## config.mk

```make
export PLATFORM = sky130hd
export DESIGN_NAME = hdir_home_ctrl
export DESIGN_NICKNAME = d
export VERILOG_FILES = /design/src/rtl/hdir_pkg.sv /design/src/rtl/hdir_rr_pick.sv /design/src/rtl/hdir_sib_plan.sv /design/src/rtl/hdir_out_slot.sv /design/src/rtl/hdir_home_ctrl.sv
export SDC_FILE = /design/constraint.sdc
export NUM_CORES = 1
export LEC_CHECK = 0
export ABC_AREA = 1
export ABC_CLOCK_PERIOD_IN_PS = 7800
export BUFFER_PORTS_ARGS = -buffer_cell sky130_fd_sc_hd__buf_4
export CORE_MARGIN = 1
export CORE_UTILIZATION = 55
export CTS_CLUSTER_SIZE = 14
export DETAILED_ROUTE_END_ITERATION = 16
export GPL_TIMING_DRIVEN = 0
export PLACE_DENSITY = 0.72
export SLEW_MARGIN = 40
export SYNTH_ARGS = -nofsm -noshare
export SYNTH_HDL_FRONTEND = slang
export SYNTH_SLANG_ARGS = --single-unit
```

## constraint.sdc

```tcl
create_clock -name clk -period 7.8 [get_ports clk]
set_input_delay 1.56 -clock clk [delete_from_list [all_inputs] [get_ports clk]]
set_output_delay 1.56 -clock clk [all_outputs]
set_load 0.03 [all_outputs]
```

## src/rtl/hdir_pkg.sv

```systemverilog
package hdir_pkg;
  typedef enum logic [1:0] {
    ST_I = 2'd0,
    ST_S = 2'd1,
    ST_M = 2'd2
  } coh_e;

  // M cannot sit beside M or S; all other pairs may coexist.
  function automatic logic compat(input coh_e a, input coh_e b);
    if (a == ST_M && b != ST_I) return 1'b0;
    if (b == ST_M && a != ST_I) return 1'b0;
    return 1'b1;
  endfunction
endpackage

```

## src/rtl/hdir_rr_pick.sv

```systemverilog
module hdir_rr_pick #(
  parameter int N  = 4,
  parameter int IW = $clog2(N)
) (
  input  logic [N-1:0]  req,
  input  logic [IW-1:0] start,
  output logic          any,
  output logic [IW-1:0] idx
);
  always_comb begin
    any = 1'b0;
    idx = '0;
    for (int k = 0; k < N; k++) begin
      if (!any && req[(int'(start) + k) % N]) begin
        any = 1'b1;
        idx = IW'((int'(start) + k) % N);
      end
    end
  end
endmodule

```

## src/rtl/hdir_sib_plan.sv

```systemverilog
module hdir_sib_plan
  import hdir_pkg::*;
#(
  parameter int N  = 4,
  parameter int IW = $clog2(N)
) (
  input  logic [2*N-1:0] row_st,
  input  logic [N-1:0]   row_pd,
  input  logic [IW-1:0]  who,
  input  coh_e           want,
  output logic           clear,
  output logic [N-1:0]   need,
  output coh_e           dg_to
);
  always_comb begin
    dg_to = (want == ST_M) ? ST_I : ST_S;
    clear = (row_pd == '0);
    need  = '0;
    for (int i = 0; i < N; i++) begin
      if (IW'(i) != who) begin
        if (!compat(coh_e'(row_st[2*i +: 2]), want)) begin
          clear = 1'b0;
          if (!row_pd[i]) need[i] = 1'b1;
        end
      end
    end
  end
endmodule

```

## src/rtl/hdir_out_slot.sv

```systemverilog
module hdir_out_slot #(
  parameter int AW = 3,
  parameter int DW = 8
) (
  input  logic          clk,
  input  logic          rst_n,
  input  logic          load,
  input  logic          ld_grant,
  input  logic [AW-1:0] ld_addr,
  input  logic [1:0]    ld_state,
  input  logic          ld_has,
  input  logic [DW-1:0] ld_data,
  input  logic          ready,
  output logic          valid,
  output logic          grant,
  output logic [AW-1:0] addr,
  output logic [1:0]    state,
  output logic          has,
  output logic [DW-1:0] data
);
  always_ff @(posedge clk) begin
    if (!rst_n) begin
      valid <= 1'b0;
      grant <= 1'b0;
      addr  <= '0;
      state <= '0;
      has   <= 1'b0;
      data  <= '0;
    end else if (load) begin
      valid <= 1'b1;
      grant <= ld_grant;
      addr  <= ld_addr;
      state <= ld_state;
      has   <= ld_has;
      data  <= ld_data;
    end else if (ready) begin
      valid <= 1'b0;
    end
  end

  AST_NO_CLOBBER: assert property (@(posedge clk) disable iff (!rst_n)
    load |-> (!valid || ready));

  AST_HOLD_MSG: assert property (@(posedge clk) disable iff (!rst_n)
    (valid && !ready) |=> (valid && $stable(grant) && $stable(addr) &&
                           $stable(state) && $stable(has) && $stable(data)));
endmodule

```

## src/rtl/hdir_home_ctrl.sv

```systemverilog
module hdir_home_ctrl
  import hdir_pkg::*;
#(
  parameter int N  = 4,
  parameter int AW = 3,
  parameter int DW = 8
) (
  input  logic            clk,
  input  logic            rst_n,
  input  logic [N-1:0]    req_valid,
  output logic [N-1:0]    req_ready,
  input  logic [N*AW-1:0] req_addr,
  input  logic [2*N-1:0]  req_target,
  input  logic [N-1:0]    wb_valid,
  output logic [N-1:0]    wb_ready,
  input  logic [N*AW-1:0] wb_addr,
  input  logic [2*N-1:0]  wb_state,
  input  logic [N*DW-1:0] wb_data,
  output logic [N-1:0]    out_valid,
  input  logic [N-1:0]    out_ready,
  output logic [N-1:0]    out_is_grant,
  output logic [N*AW-1:0] out_addr,
  output logic [2*N-1:0]  out_state,
  output logic [N*DW-1:0] out_data,
  output logic [N-1:0]    out_has_data
);
  localparam int IW = (N > 1) ? $clog2(N) : 1;
  localparam int A  = 1 << AW;

  logic [1:0]    dir_q  [N][A];
  logic          pend_v [N][A];
  logic [1:0]    pend_t [N][A];
  logic [DW-1:0] mem_q  [A];
  logic [IW-1:0] ptr_q;

  // inbound response selection: fixed priority, always first
  logic          rsp_any;
  logic [IW-1:0] wsel;
  hdir_rr_pick #(.N(N), .IW(IW)) u_wb_pick (
    .req(wb_valid), .start('0), .any(rsp_any), .idx(wsel));

  logic [AW-1:0] w_addr;
  logic [1:0]    w_state;
  logic [DW-1:0] w_data;
  assign w_addr  = wb_addr[int'(wsel)*AW +: AW];
  assign w_state = wb_state[int'(wsel)*2 +: 2];
  assign w_data  = wb_data[int'(wsel)*DW +: DW];

  // request selection: round-robin, only when no response is taken
  logic          rq_any;
  logic [IW-1:0] rsel;
  hdir_rr_pick #(.N(N), .IW(IW)) u_req_pick (
    .req(req_valid & {N{!rsp_any}}), .start(ptr_q), .any(rq_any), .idx(rsel));

  logic [AW-1:0] r_addr;
  coh_e          r_tgt;
  assign r_addr = req_addr[int'(rsel)*AW +: AW];
  assign r_tgt  = coh_e'(req_target[int'(rsel)*2 +: 2]);

  logic [2*N-1:0] row_st;
  logic [N-1:0]   row_pd;
  always_comb begin
    for (int i = 0; i < N; i++) begin
      row_st[2*i +: 2] = dir_q[i][r_addr];
      row_pd[i]        = pend_v[i][r_addr];
    end
  end

  logic       sib_clear;
  logic [N-1:0] dg_need;
  coh_e       dg_to;
  hdir_sib_plan #(.N(N), .IW(IW)) u_plan (
    .row_st(row_st), .row_pd(row_pd), .who(rsel), .want(r_tgt),
    .clear(sib_clear), .need(dg_need), .dg_to(dg_to));

  logic [1:0]   own_st;
  logic         already;
  logic [N-1:0] slot_free;
  logic         do_grant;
  logic [N-1:0] dg_fire;
  assign own_st    = dir_q[rsel][r_addr];
  assign already   = (own_st >= 2'(r_tgt));
  assign slot_free = ~out_valid | out_ready;
  assign do_grant  = rq_any && (already || sib_clear) && slot_free[rsel];
  assign dg_fire   = (rq_any && !already) ? (dg_need & slot_free) : '0;

  always_comb begin
    for (int i = 0; i < N; i++) begin
      req_ready[i] = do_grant && (rsel == IW'(i));
      wb_ready[i]  = rsp_any && (wsel == IW'(i));
    end
  end

  // outbound slots, one per child
  for (genvar g = 0; g < N; g++) begin : g_slot
    logic own;
    assign own = do_grant && (rsel == IW'(g));
    hdir_out_slot #(.AW(AW), .DW(DW)) u_slot (
      .clk(clk), .rst_n(rst_n),
      .load(own || dg_fire[g]),
      .ld_grant(own),
      .ld_addr(r_addr),
      .ld_state(own ? 2'(r_tgt) : 2'(dg_to)),
      .ld_has(own && !already && (own_st == 2'(ST_I))),
      .ld_data(mem_q[r_addr]),
      .ready(out_ready[g]),
      .valid(out_valid[g]),
      .grant(out_is_grant[g]),
      .addr(out_addr[g*AW +: AW]),
      .state(out_state[2*g +: 2]),
      .has(out_has_data[g]),
      .data(out_data[g*DW +: DW]));
  end

  always_ff @(posedge clk) begin
    if (!rst_n) begin
      for (int i = 0; i < N; i++) begin
        for (int a = 0; a < A; a++) begin
          dir_q[i][a]  <= 2'(ST_I);
          pend_v[i][a] <= 1'b0;
          pend_t[i][a] <= 2'(ST_I);
        end
      end
      for (int a = 0; a < A; a++) mem_q[a] <= '0;
      ptr_q <= '0;
    end else if (rsp_any) begin
      if (dir_q[wsel][w_addr] == 2'(ST_M)) mem_q[w_addr] <= w_data;
      dir_q[wsel][w_addr] <= w_state;
      if (pend_v[wsel][w_addr] && (pend_t[wsel][w_addr] >= w_state))
        pend_v[wsel][w_addr] <= 1'b0;
    end else if (rq_any) begin
      ptr_q <= (rsel == IW'(N-1)) ? '0 : IW'(rsel + 1'b1);
      if (do_grant && !already) dir_q[rsel][r_addr] <= 2'(r_tgt);
      for (int i = 0; i < N; i++) begin
        if (dg_fire[i]) begin
          pend_v[i][r_addr] <= 1'b1;
          pend_t[i][r_addr] <= 2'(dg_to);
        end
      end
    end
  end

  AST_RSP_FIRST: assert property (@(posedge clk) disable iff (!rst_n)
    (|(wb_valid & wb_ready)) |-> ((req_valid & req_ready) == '0));

  AST_ONE_REQ: assert property (@(posedge clk) disable iff (!rst_n)
    $onehot0(req_valid & req_ready));

  AST_DG_IDLE: assert property (@(posedge clk) disable iff (!rst_n)
    (|dg_fire) |-> ((dg_fire & row_pd) == '0));

  AST_GRANT_CLEAR: assert property (@(posedge clk) disable iff (!rst_n)
    (do_grant && !already) |-> (row_pd == '0));

  for (genvar ga = 0; ga < A; ga++) begin : g_chk
    logic [N-1:0] m_bits;
    always_comb begin
      for (int i = 0; i < N; i++) m_bits[i] = (dir_q[i][ga] == 2'(ST_M));
    end
    AST_SINGLE_OWNER: assert property (@(posedge clk) disable iff (!rst_n)
      $countones(m_bits) <= 1);
  end
endmodule

```

== Word-level counts from Yosys, hierarchy flattened ==
Memory sizes are Yosys's and may differ from the RTL's.
Cells that the tools add are included.
W data, S select, Z words.
Storage, ports and cells
  flip-flop bits (word level): 66
  bits in latches: 0
  RAM bits: 192
  memory bits (read-only): 0
  output and inout port bits: 72
  word-level logic and storage cells: 476
  memories: 4
Cells by class
  add/subtract/negate cells: 4
  multiply operators: 2
  divide/modulo/power cells: 0
  magnitude comparators: 11
  eq/ne operators: 15
  shifts and indexed selects: 5
  muxes and demuxes: 264
  bitwise operators: 74
  reductions and logical operators: 72
Memories
  dir_q: words 4, width 16, rd ports 6, clocked after Yosys merged registers in 0, write ports 4, line hdir_home_ctrl.sv:30  | logic [1:0] dir_q [N][A];
  mem_q: words 8, width 8, rd ports 1, clocked after Yosys merged registers in 0, write ports 8, line hdir_home_ctrl.sv:33  | logic [DW-1:0] mem_q [A];
  pend_t: words 4, width 8, rd ports 1, clocked after Yosys merged registers in 0, write ports 4, line hdir_home_ctrl.sv:32  | logic [1:0] pend_t [N][A];
  pend_v: words 4, width 8, rd ports 5, clocked after Yosys merged registers in 0, write ports 4, line hdir_home_ctrl.sv:31  | logic pend_v [N][A];
Operators by type and width (number)
  $mux W1: 193
  $mux W16: 10
  $mux W8: 8
  $or A1 B1 Y1: 64
  $mux W2: 30
  $bmux W2 S3: 7
  $logic_and A1 B1 Y1: 37
  $reduce_or A16 Y1: 2
  $shiftx A32 B6 Y8: 1
  $shiftx A12 B5 Y3: 2
  $eq A2 B2 Y1 const B: 10
  $reduce_bool A2 Y1: 10
  $reduce_or A8 Y1: 2
  $shiftx A8 B4 Y2: 2
  $bmux W1 S3: 5
  $demux W2 S3: 2
  $lt A3 B4 Y1 const B: 3
  $bmux W1 S2: 5
  $and A4 B4 Y4: 2
  $ge A4 B4 Y1 const B: 2
  $logic_not A1 Y1: 8
  $lt A4 B1 Y1 const B: 2
  $mul A2 B2 Y4 const B: 2
  $not A3 Y4: 2
  other kinds (19): 36

== Longest topological paths before layout ==
Gate-level depths: netlist of the first run.
  depth in word-level cells: 58
  gate-level depth with buffers: 36
  mapped depth without buffers: 33

== Hierarchy ==
A second synthesis of the first run with hierarchy kept.
Second synthesis, totals
  cell total of the unflattened synthesis: 2287
  area, all modules: 16806.1 sq um
By module, submodules not included
  hdir_home_ctrl: times used 1, cells each 1851, area each 13671.9 sq um, seq. area each 6145.9 sq um
  hdir_out_slot: times used 4, cells each 69, area each 578.1 sq um, seq. area each 320.3 sq um
  hdir_rr_pick: times used 2, cells each 59, area each 319.1 sq um, seq. area each 0.0 sq um
  hdir_sib_plan: times used 1, cells each 42, area each 183.9 sq um, seq. area each 0.0 sq um

== Worst setup path before layout of the first run ==
No wires, ideal clock.
  path type: input-to-output
  start point: input port wb_valid[1]
  end point: output port req_ready[1]
  arrival time: 4930 ps
  data required time: 6240 ps
  slack: 1310 ps
  cell stages on the path: 27
  cells stage by stage: nor2_4 -> nand4_1 -> nand2_1 -> nand3_1 -> nand2_1 -> nor2_1 -> nor2_2 -> nand2_2 -> buf_4 -> nand3_2 -> nand3_2 -> nand2_2 -> buf_6 -> buf_4 -> clkbuf_1 -> nor2_1 -> a221oi_1 -> nand2_1 -> ha_1 -> nor2_1 -> inv_1 -> a21oi_1 -> inv_1 -> o21bai_4 -> nand3_2 -> inv_1 -> buf_4
Between the ends
  cells in the longest elaborated chain, start to end: 48
  elaborated cells between the ends (all ways): 142
RTL lines
  start: declaration: line hdir_home_ctrl.sv:14  | input logic [N-1:0] wb_valid,
  $logic_and A1 B1 Y1 (*): line hdir_rr_pick.sv:14  | if (!any && req[(int'(start) + k) % N]) begin
  $mux W1 (*): line hdir_rr_pick.sv:14
  $logic_not A1 Y1: line hdir_rr_pick.sv:14
  $logic_and A1 B1 Y1: line hdir_rr_pick.sv:14
  $mux W1 (*): line hdir_rr_pick.sv:14
  $logic_not A1 Y1: line hdir_rr_pick.sv:14
  $logic_and A1 B1 Y1: line hdir_rr_pick.sv:14
  $mux W1 (*): line hdir_rr_pick.sv:14
  [31 not listed]
  $mux W1: line hdir_sib_plan.sv:20  | if (IW'(i) != who) begin
  $mux W1: line hdir_sib_plan.sv:21  | if (!compat(coh_e'(row_st[2*i +: 2]), want)) begin
  $mux W1: line hdir_sib_plan.sv:20
  $mux W1: line hdir_sib_plan.sv:21
  $mux W1: line hdir_sib_plan.sv:20
  $logic_or A1 B1 Y1: line hdir_home_ctrl.sv:84  | assign do_grant = rq_any && (already || sib_clear) && slot_free[rsel];
  $logic_and A1 B1 Y1 (2 in a row): line hdir_home_ctrl.sv:84
  $logic_and A1 B1 Y1 (*)
  end: declaration: line hdir_home_ctrl.sv:11  | output logic [N-1:0] req_ready,
Every way passes the cells marked *; elsewhere a longest branch is shown, timed or not. The select of a mux whose other input is x is not followed.

== Worst setup path in the final report of the first run ==
  start point: input port wb_valid[1]
  end point: output port req_ready[0]
Same word-level chain as after synthesis.

==> results of run 1 <==
-- layer usage --
metal,share of wire,up-vias,routed length (um),global-route usage
met2,0.44,1054,23200,0.600
met5,0,-,0,0
li1,-,6729,-,-
met1,0.40,6835,21300,0.543
met3,0.12,150,6370,0.0606
met4,0.040,0,2140,0.153
-- placed cells by master, fill, tap and decap left out, types with 17 or more instances in the layout --
master,Yosys,routed
buf_2,23,22
nor2_1,351,346
nand3_2,34,31
a21oi_1,85,83
inv_1,142,142
clkbuf_1,56,49
nand2_1,444,444
buf_4,22,179
clkbuf_16,0,29
nand3_1,106,105
a22oi_1,33,33
edfxtp_1,145,145
nand4_1,25,25
o21ai_0,118,117
dfxtp_1,113,113
a221oi_1,18,17
-- final cells by class --
type / count / area share
clock inverters: 18 / 0.00645
plain buffers: 116 / 0.0401
well taps: 335 / 0.0246
flip-flops and latches: 258 / 0.388
inverters: 158 / 0.0348
repair buffers: 157 / 0.0691
multi-input cells: 1360 / 0.392
clock buffers: 32 / 0.0450
-- through the flow --
stage                     std cells  cell area (um^2)  utilization  setup TNS [ps]
final                          2434             17100        0.659               0
after global routing           2434             17100        0.659               0
after CTS                      2433             17000        0.654               0
after floorplan                1892             14500            -               0
after global placement         2383             16100        0.620            -517
after detailed placement       2383             16100        0.620           -1950
-- flip-flops by register name (all words and copies together) (netlist names) --
signal,count
ptr_q,2
g_slot.u_slot.data,32
g_slot.u_slot.valid,4
dir_q,64
g_slot.u_slot.grant,4
pend_t,32
g_slot.u_slot.addr,12
mem_q,64
g_slot.u_slot.has,4
pend_v,32
g_slot.u_slot.state,8
-- synth_stat cells, types with 4 or more instances --
cell type  count  area (um^2)
a21oi_1       85          425
a221oi_1      18          158
a22o_1        15          131
a22oi_1       33          248
a32o_1         5         50.1
buf_2         23          115
buf_4         22          165
buf_6         13          146
clkbuf_1      56          210
dfxtp_1      113         2260
edfxtp_1     145         4350
ha_1           7         87.6
inv_1        142          533
inv_2         14         52.6
nand2_1      444         1670
nand2_2       12         75.1
nand2_4        4         45.0
nand3_1      106          531
nand3_2       34          340
nand3b_1       5         37.5
nand4_1       25          156
nor2_1       351         1320
nor2_2         4         25.0
nor2_4         5         56.3
nor3_1        13         65.1
nor4_1         4         25.0
o211ai_1      13         97.6
o21ai_0      118          591
o21ai_1       13         65.1
o22ai_1       15         93.8
o311ai_0       9         78.8
-- logic make-up after synthesis --
family / count (synthesis) / synth area share
DFF: 258 / 0.457
xor gates and xnor gates: 1 / 0.00112
AOI/OAI and AO/OA: 340 / 0.144
buffers and inverters: 274 / 0.0867
and+or+nand+nor: 1012 / 0.305
adders and majority gates: 7 / 0.00605
-- what timing repair did --
action                     4_1_cts  5_1_grt
pin swaps                        0        1
setup buffers                    0        1
gates resized for setup          2       32
setup endpoints to repair        4        8
hold endpoints to repair         0        0
-- worst max-delay path, cell delays in order --
cell and delay [ps]:
buf_4 120, nor2_4 160, nand4_1 180, nand2_1 130
nand3_1 90, nand2_1 130, nor2_2 70, nand2_1 60
nand2_1 80, nor2_4 220, inv_2 100, buf_6 160
clkbuf_1 370, nand2_1 170, o21ai_0 180, a22o_1 270
a221oi_1 220, nand2_1 150, ha_1 300, nor2_1 110
inv_1 60, a21oi_2 170, inv_1 100, o21bai_4 250
nand3_4 130, inv_1 90, buf_4 130, buf_4 160
-- worst min path at each step --
stage	from	to	slack, ps	depth (start not counted)
final	pend_v[0][2]	pend_v[0][2]	470	2
after global routing	pend_v[0][7]	pend_v[0][7]	500	2
after CTS	pend_v[0][2]	pend_v[0][2]	470	2
after detailed placement	pend_v[0][3]	pend_v[0][3]	460	2
after global placement	pend_v[0][3]	pend_v[0][3]	460	2
after floorplan	pend_v[0][0]	pend_v[0][0]	440	2
==> summary.md, run 1 <==
| Metric | Value |
|---|---|
| Worst setup path startpoint | wb_valid[1] |
| Synthesis Warnings | 0 |
| Final net count | ~2200 |
| Maxcap violations | 0 |
| Antenna diode count | 0 |
| Initial antenna violation count | 0 |
| # IOs | roughly 160 |
| DP HPWL | about 40000 um |
| Avg Cell Area, Syn | approximately 7.6 um^2 |
| Avg WL per Cell | 21.8 um |
| All-Layer GR Usage | 0.388 |
| Crit path max fanout | 11 |
| Total core area | 25900 um^2 |
| Clock Skew | about 13 ps |
| Worst-skew pair later-pin latency | between 500 and 600 ps |
| Worst-Margin Slew | between 900 and 1000 ps |
| Die W | around 160 um |
| Worst Path Required | 6240 ps |
| Pre-CTS WS | -208 ps |
| Final Cycle Share | 0.962 |
| CTS H-tree depth | 1 |
| Die ar. | 27000 um^2 |
| Total CTS buffers | 27 |
| HP Class | register to register |
| Initial Util | 0.559 |
| Rows | 59 |
| Post-synthesis register bit count | ~260 |
| Clock root cell | clkbuf_16 |
| Reg2Reg Depth | 29 |
| Via count | between 10000 and 15000 |
| GPL Wtd Cong | 0.999 |
| Tmin final | between 7000 and 8000 ps |
| Sequential area share after synthesis | 0.457 |
| Critical Path Source Type | input pin |
| Die height | ~160 um |
| Clock Tree Buf Depth | 3 |
| Port buffer count | between 150 and 200 |
| Status | finished, final reports clean |
| Clk sink count | around 260 |
| Clock-pin slew on the worst setup and hold paths | 60 ps |
| Max Slew Vio Count | 0 |
| Worst Hold Slack | around 470 ps |
| Crit path to | req_ready[0] |
| Synth cell types | between 40 and 50 |
| Post-synth design cell area | between 10000 and 15000 um^2 |
| Multi-input logic area | 6690 um^2 |
| Max_slew headroom | 0.381 |
| Synth Instances | 1892 |
| Total gr overflow | 0 |
| Post-synth top flop | edfxtp_1 |
| Worst r2r src | ptr_q[0] |
| Final Hold Viols | 0 |
| Asr flop ratio synth | 0 |
| Layout cells sized above 1 | 0.173 |
| Register area | between 6000 and 7000 um^2 |
| Setup CP Type | input pin to output pin |
| Final WL | 53100 um |
| Vias in the first global route | 13200 |
| Setup slack, reg-to-reg | approximately 1500 ps |
| Worst EP arrival | ~6000 ps |
| Final WS setup | roughly 300 ps |
| EDFF count, synth | 145 |
| Worst r2r dst | dir_q[2][12] |
| Initial drt markers | 2199 |
| Antenna viol nets, final | 0 |
| Worst setup EP type | output pin |
| Setup repair after global routing missed its margin | no |
| Peak Freq | between 100 and 150 MHz |
| Avg Vias per Cell | 6.07 |
| First-pass GRT wire length | between 70000 and 80000 um |
| TritonCTS clock tree | built |
| Hold Buf Count CTS | 0 |
| Largest net degree at the start of global routing | 15 |
| Pre-antenna DRT Iters | 6 |
| # DRC | 0 |
| Syn-to-layout area delta | 17.9% |
| Syn_nets | roughly 2000 |
| Setup violations, final | 0 |
| Fillcell total | around 2300 |
Power of run 1 is left out: the tool's default activity adds up to more than one toggle a clock period on the data nets, which glitch-free logic cannot reach.
==> inputs of run 2 (changes only) <==
Settings changed: PLACE_DENSITY 0.72 to 0.81.
==> summary.md, run 2 (synthesis results as in run 1) <==
| Metric | Value |
|---|---|
| Worst setup EP type | output pin |
| Most common cell after layout, fill and taps aside | nand2_1 |
| Avg WL per Cell | roughly 22 um |
| Multi-input logic area | roughly 6700 um^2 |
| Clock root cell | clkbuf_16 |
| Crit path max fanout | 10 |
| Status | finished, final reports clean |
| Register area | approximately 6600 um^2 |
| Max stage delay on crit path | between 400 and 500 ps |
| # DRC | 0 |
| Avg Vias per Cell | a little over 6 |
| DP HPWL | around 40000 um |
| Layout Cells excl Fill | about 2400 |
| Final Cycle Share | 0.975 |
| HP Class | register to register |
| First-pass GRT wire length | roughly 78000 um |
| M3 GR Usage | 0.0747 |
| CP delay by family, top | simple AND/OR/NAND/NOR gates |
| Total CTS buffers | 27 |
| Most frequent cells in the layout | nand2_1 (443), nor2_1 (346), buf_4 (180) |
| Total gr overflow | 0 |
| All-Layer GR Usage | 0.389 |
| Die ar. | around 27000 um^2 |
| Die height | between 150 and 200 um |
| Global route hottest layer | met2 |
| Clock-pin slew on the worst setup and hold paths | 60 ps |
| Initial drt markers | roughly 2200 |
| Clk sink count | roughly 260 |
| Initial Util | 0.559 |
| Total core area | 25900 um^2 |
| Max_slew headroom | 0.334 |
| Worst-Margin Slew | 998 ps |
| CTS H-tree depth | 1 |
| Placement Cell Area | around 16000 um^2 |
| Largest net degree at the start of global routing | 15 |
| Placed insts | ~2400 |
| Final net count | 2171 |
| Vias in the first global route | 13400 |
| Port buffer count | between 150 and 200 |
| Syn-to-layout area delta | 17.8% |
| Antenna diode count | 0 |
| Setup tns final | 0 ps |
| Die W | ~160 um |
| Finished Cell Area | about 17000 um^2 |
| Pre-antenna DRT Iters | 6 |
| Max Slew Vio Count | 0 |
| Met2 usage | 0.614 |
| Cell at the slowest stage of the critical path | clkbuf_1 |
| Rows | a little under 60 |
| Clock Skew | between 30 and 40 ps |
| # IOs | roughly 160 |
| Tmin final | 7610 ps |
| Met1 Track Usage GR | 0.524 |
| CP Buf/Inv Count | 8 |
| Setup CP Type | input pin to output pin |
| Critical Path Source Type | input pin |
| Antenna viol nets, final | 0 |
| Worst-skew pair later-pin latency | a little under 600 ps |
| GPL Wtd Cong | between 1 and 1.5 |
| Fillcell total | around 2200 |
| Clock Tree Buf Depth | 3 |
| Maxcap violations | 0 |
| Top Registers | dir_q x64, mem_q x64 |
| Final WS setup | between 150 and 200 ps |
| Setup violations, final | 0 |
| Final WL | between 50000 and 60000 um |
| Peak Freq | about 130 MHz |
| TritonCTS clock tree | built |
| Worst EP arrival | ~6000 ps |
| Worst Path Required | about 6200 ps |
| Pre-CTS WS | -298 ps |
| Hold Buf Count CTS | 0 |
| Initial antenna violation count | 0 |
| Layout cells sized above 1 | 0.172 |
| Via count | ~15000 |
| Most common cell on crit path | nand2_1 |
| Final Hold Viols | 0 |
## run 2: changes by cell type in the layout (fill, tap and decap cells not counted), sizes merged
cell / previous run / this run
buf: 218 / 217
clkbuf: 87 / 98
clkinv: 18 / 6
inv: 158 / 160
## run 2: worst paths after layout
check,startpoint,endpoint,slack (ps),cells after the start
worst max-delay path,wb_valid[1],req_ready[0],190,27
worst min-delay path,pend_v[0][0],pend_v[0][0],470,2
worst max register to register,ptr_q[0],dir_q[3][15],1600,30
worst min register to register,pend_v[0][0],pend_v[0][0],470,2
## run 2: layout make-up
type / instances / area share
flip-flops and latches: 258 / 0.388
repair buffers: 157 / 0.0691
plain buffers: 116 / 0.0395
well taps: 335 / 0.0246
multi-input cells: 1360 / 0.392
inverters: 158 / 0.0348
clock inverters: 8 / 0.00352
clock buffers: 42 / 0.0486
## run 2: through the flow
step           utilization  hold slack [ps]
2_1_floorplan            -              442
3_3_place_gp         0.620              454
3_5_place_dp         0.620              455
4_1_cts              0.655              467
5_1_grt              0.658              478
6_report             0.658              468
## run 2: metal layers
| metal | part of all wire | wire, um |
|---|---|---|
| met3 | 0.12 | 6560 |
| met4 | 0.041 | 2160 |
| met1 | 0.39 | 20500 |
| met5 | 0 | 0 |
| met2 | 0.45 | 23700 |
## run 2: worst reg2reg max path, delay by kind of cell, from the launching register on
| family | cells | cell delay (ps) |
|---|---|---|
| fa+ha+maj | 1 | 250 |
| compound gates | 4 | 670 |
| simple gates | 16 | 3040 |
| flops | 1 | 310 |
| xor+xnor | 1 | 250 |
| buf+inv | 8 | 1390 |
## run 2: timing repair
item / CTS / global route
setup buffers: 0 / 1
setup endpoints to repair: 4 / 4
gates resized for setup: 3 / 25
pin swaps: 0 / 1
Power of run 2 is left out for the same reason.
==> inputs of run 3 (changes only) <==
Settings changed: CELL_PAD_IN_SITES_DETAIL_PLACEMENT set to 1, CELL_PAD_IN_SITES_GLOBAL_PLACEMENT set to 1, CORE_UTILIZATION 55 to 44, PLACE_DENSITY 0.81 to 0.87.
==> summary.md, run 3 (synthesis results as in run 1) <==
| Metric | Value |
|---|---|
| Status | finished, final reports clean |
| Clock Skew | 19.0 ps |
| Antenna diode count | 0 |
| Worst-skew pair later-pin latency | between 500 and 600 ps |
| All-Layer GR Usage | 0.364 |
| Total CTS buffers | 29 |
| Avg Vias per Cell | just under 6 |
| CTS H-tree depth | 1 |
| Tmin final | between 7000 and 8000 ps |
| Post-Route Utilization | 0.532 |
| TritonCTS clock tree | built |
| Rows | 66 |
| Most common cell after layout, fill and taps aside | nand2_1 |
| Hold Buf Count CTS | 0 |
| Fillcell total | 4093 |
| # DRC | 0 |
| Critical Path Source Type | input pin |
| Die W | 183 um |
| Layout cells sized above 1 | 0.176 |
| Avg WL per Cell | 24.2 um |
| CP Depth | 30 |
| Worst r2r src | ptr_q[0] |
| Pre-antenna DRT Iters | 5 |
| Cell at the slowest stage of the critical path | nor2_2 |
| Vias in the first global route | about 15000 |
| Final Cycle Share | 0.969 |
| Hold path startpoint | g_slot[3].u_slot.grant |
| DP HPWL | between 40000 and 50000 um |
| Die height | 183 um |
| Most frequent cells in the layout | nand2_1 (442), nor2_1 (343), buf_4 (179) |
| Max_slew headroom | 0.316 |
| Worst-Margin Slew | roughly 1000 ps |
| Initial Util | 0.446 |
| Reg2Reg Depth | 32 |
| Worst setup path startpoint | wb_valid[1] |
| Peak Freq | around 130 MHz |
| Setup slack, reg-to-reg | roughly 1700 ps |
| CP Buf/Inv Count | 9 |
| HP Class | register to register |
| CP delay by family, top | simple AND/OR/NAND/NOR gates |
| Max Slew Vio Count | 0 |
| Worst Path Required | around 6200 ps |
| Max stage delay on crit path | ~270 ps |
| Total gr overflow | 0 |
| Antenna viol nets, final | 0 |
| Worst Hold Slack | roughly 470 ps |
| Clk sink count | around 260 |
| Initial drt markers | about 1300 |
| Final WL | approximately 61000 um |
| Worst EP arrival | approximately 6000 ps |
| Placed insts | between 2000 and 2500 |
| Die ar. | 33600 um^2 |
| Final Hold Viols | 0 |
| First-pass GRT wire length | a little over 90000 um |
| GPL Wtd Cong | between 0.9 and 1 |
| Top Registers | dir_q x64, mem_q x64 |
| Port buffer count | between 150 and 200 |
| Total core area | about 32000 um^2 |
| Setup violations, final | 0 |
| Setup CP Type | input pin to output pin |
| Layout Cells excl Fill | between 2000 and 3000 |
| Syn-to-layout area delta | 19.4% |
| Final net count | 2173 |
| Worst setup EP type | output pin |
| Maxcap violations | 0 |
| Setup tns final | 0 ps |
| Initial antenna violation count | 0 |
| Crit path max fanout | 10 |
| WHS Path Cells | 2 |
| Largest net degree at the start of global routing | 15 |
| Clock-pin slew on the worst setup and hold paths | ~60 ps |
| # IOs | approximately 160 |
| Clock root cell | clkbuf_16 |
| Via count | roughly 15000 |
| Clock Tree Buf Depth | 3 |
[run 3: changes by cell type in the layout (fill, tap and decap cells not counted), moves of 2 or more]
| cell | before | now |
|---|---|---|
| buf_6 | 13 | 16 |
| clkbuf_1 | 54 | 50 |
| clkbuf_16 | 27 | 31 |
| clkbuf_8 | 9 | 4 |
| clkinv_1 | 1 | 5 |
| inv_4 | 2 | 0 |
| nor2_1 | 346 | 343 |
| nor2_2 | 9 | 12 |
| o21ai_0 | 117 | 115 |
| o21ai_1 | 14 | 16 |
[run 3: worst paths after layout]
path                            endpoint
setup / recovery            req_ready[1]
hold / removal    g_slot[3].u_slot.grant
setup reg to reg            dir_q[2][12]
hold reg to reg   g_slot[3].u_slot.grant
[run 3: worst register-to-register path: cells and delay by family, from the launching register on]
kind | cells | cell delay [ps]
adder cells (fa/ha/maj) | 1 | 300
XOR/XNOR | 1 | 260
flip-flops | 1 | 300
AND/OR/NAND/NOR | 18 | 2890
AO/OA/AOI/OAI | 3 | 720
buffers and inverters | 9 | 1360
[run 3: routing by layer]
metal  global-route usage  up-vias  part of all wire
met5                    0        -                 0
li1                     -     6723                 -
met2                0.608      715              0.47
met1                0.473     7337              0.42
met4                0.153        0             0.044
met3               0.0481      147             0.073
[run 3: final cells by class]
cell class	instances	area, um^2	share of cell area
inverters	158	594	0.0344
repair buffers	159	1190	0.0691
clock buffers	39	846	0.0490
plain buffers	114	682	0.0395
clock inverters	12	90.1	0.00521
flip-flops and latches	258	6620	0.383
multi-input cells	1360	6700	0.388
well taps	442	553	0.0320
[run 3: per-stage QoR]
step	cell area [um^2]	setup slack [ps]
3_5_place_dp	16200	-544
3_3_place_gp	16200	-354
4_1_cts	17200	6.56
5_1_grt	17300	-35.0
6_report	17300	242
2_1_floorplan	14500	1310
[run 3: timing repair]
action	CTS	global route
endpoints found under the setup margin	4	4
buffers inserted	0	3
pin swaps	0	5
resized for setup	10	37
hold endpoints to repair	0	0
Power of run 3 is left out for the same reason.
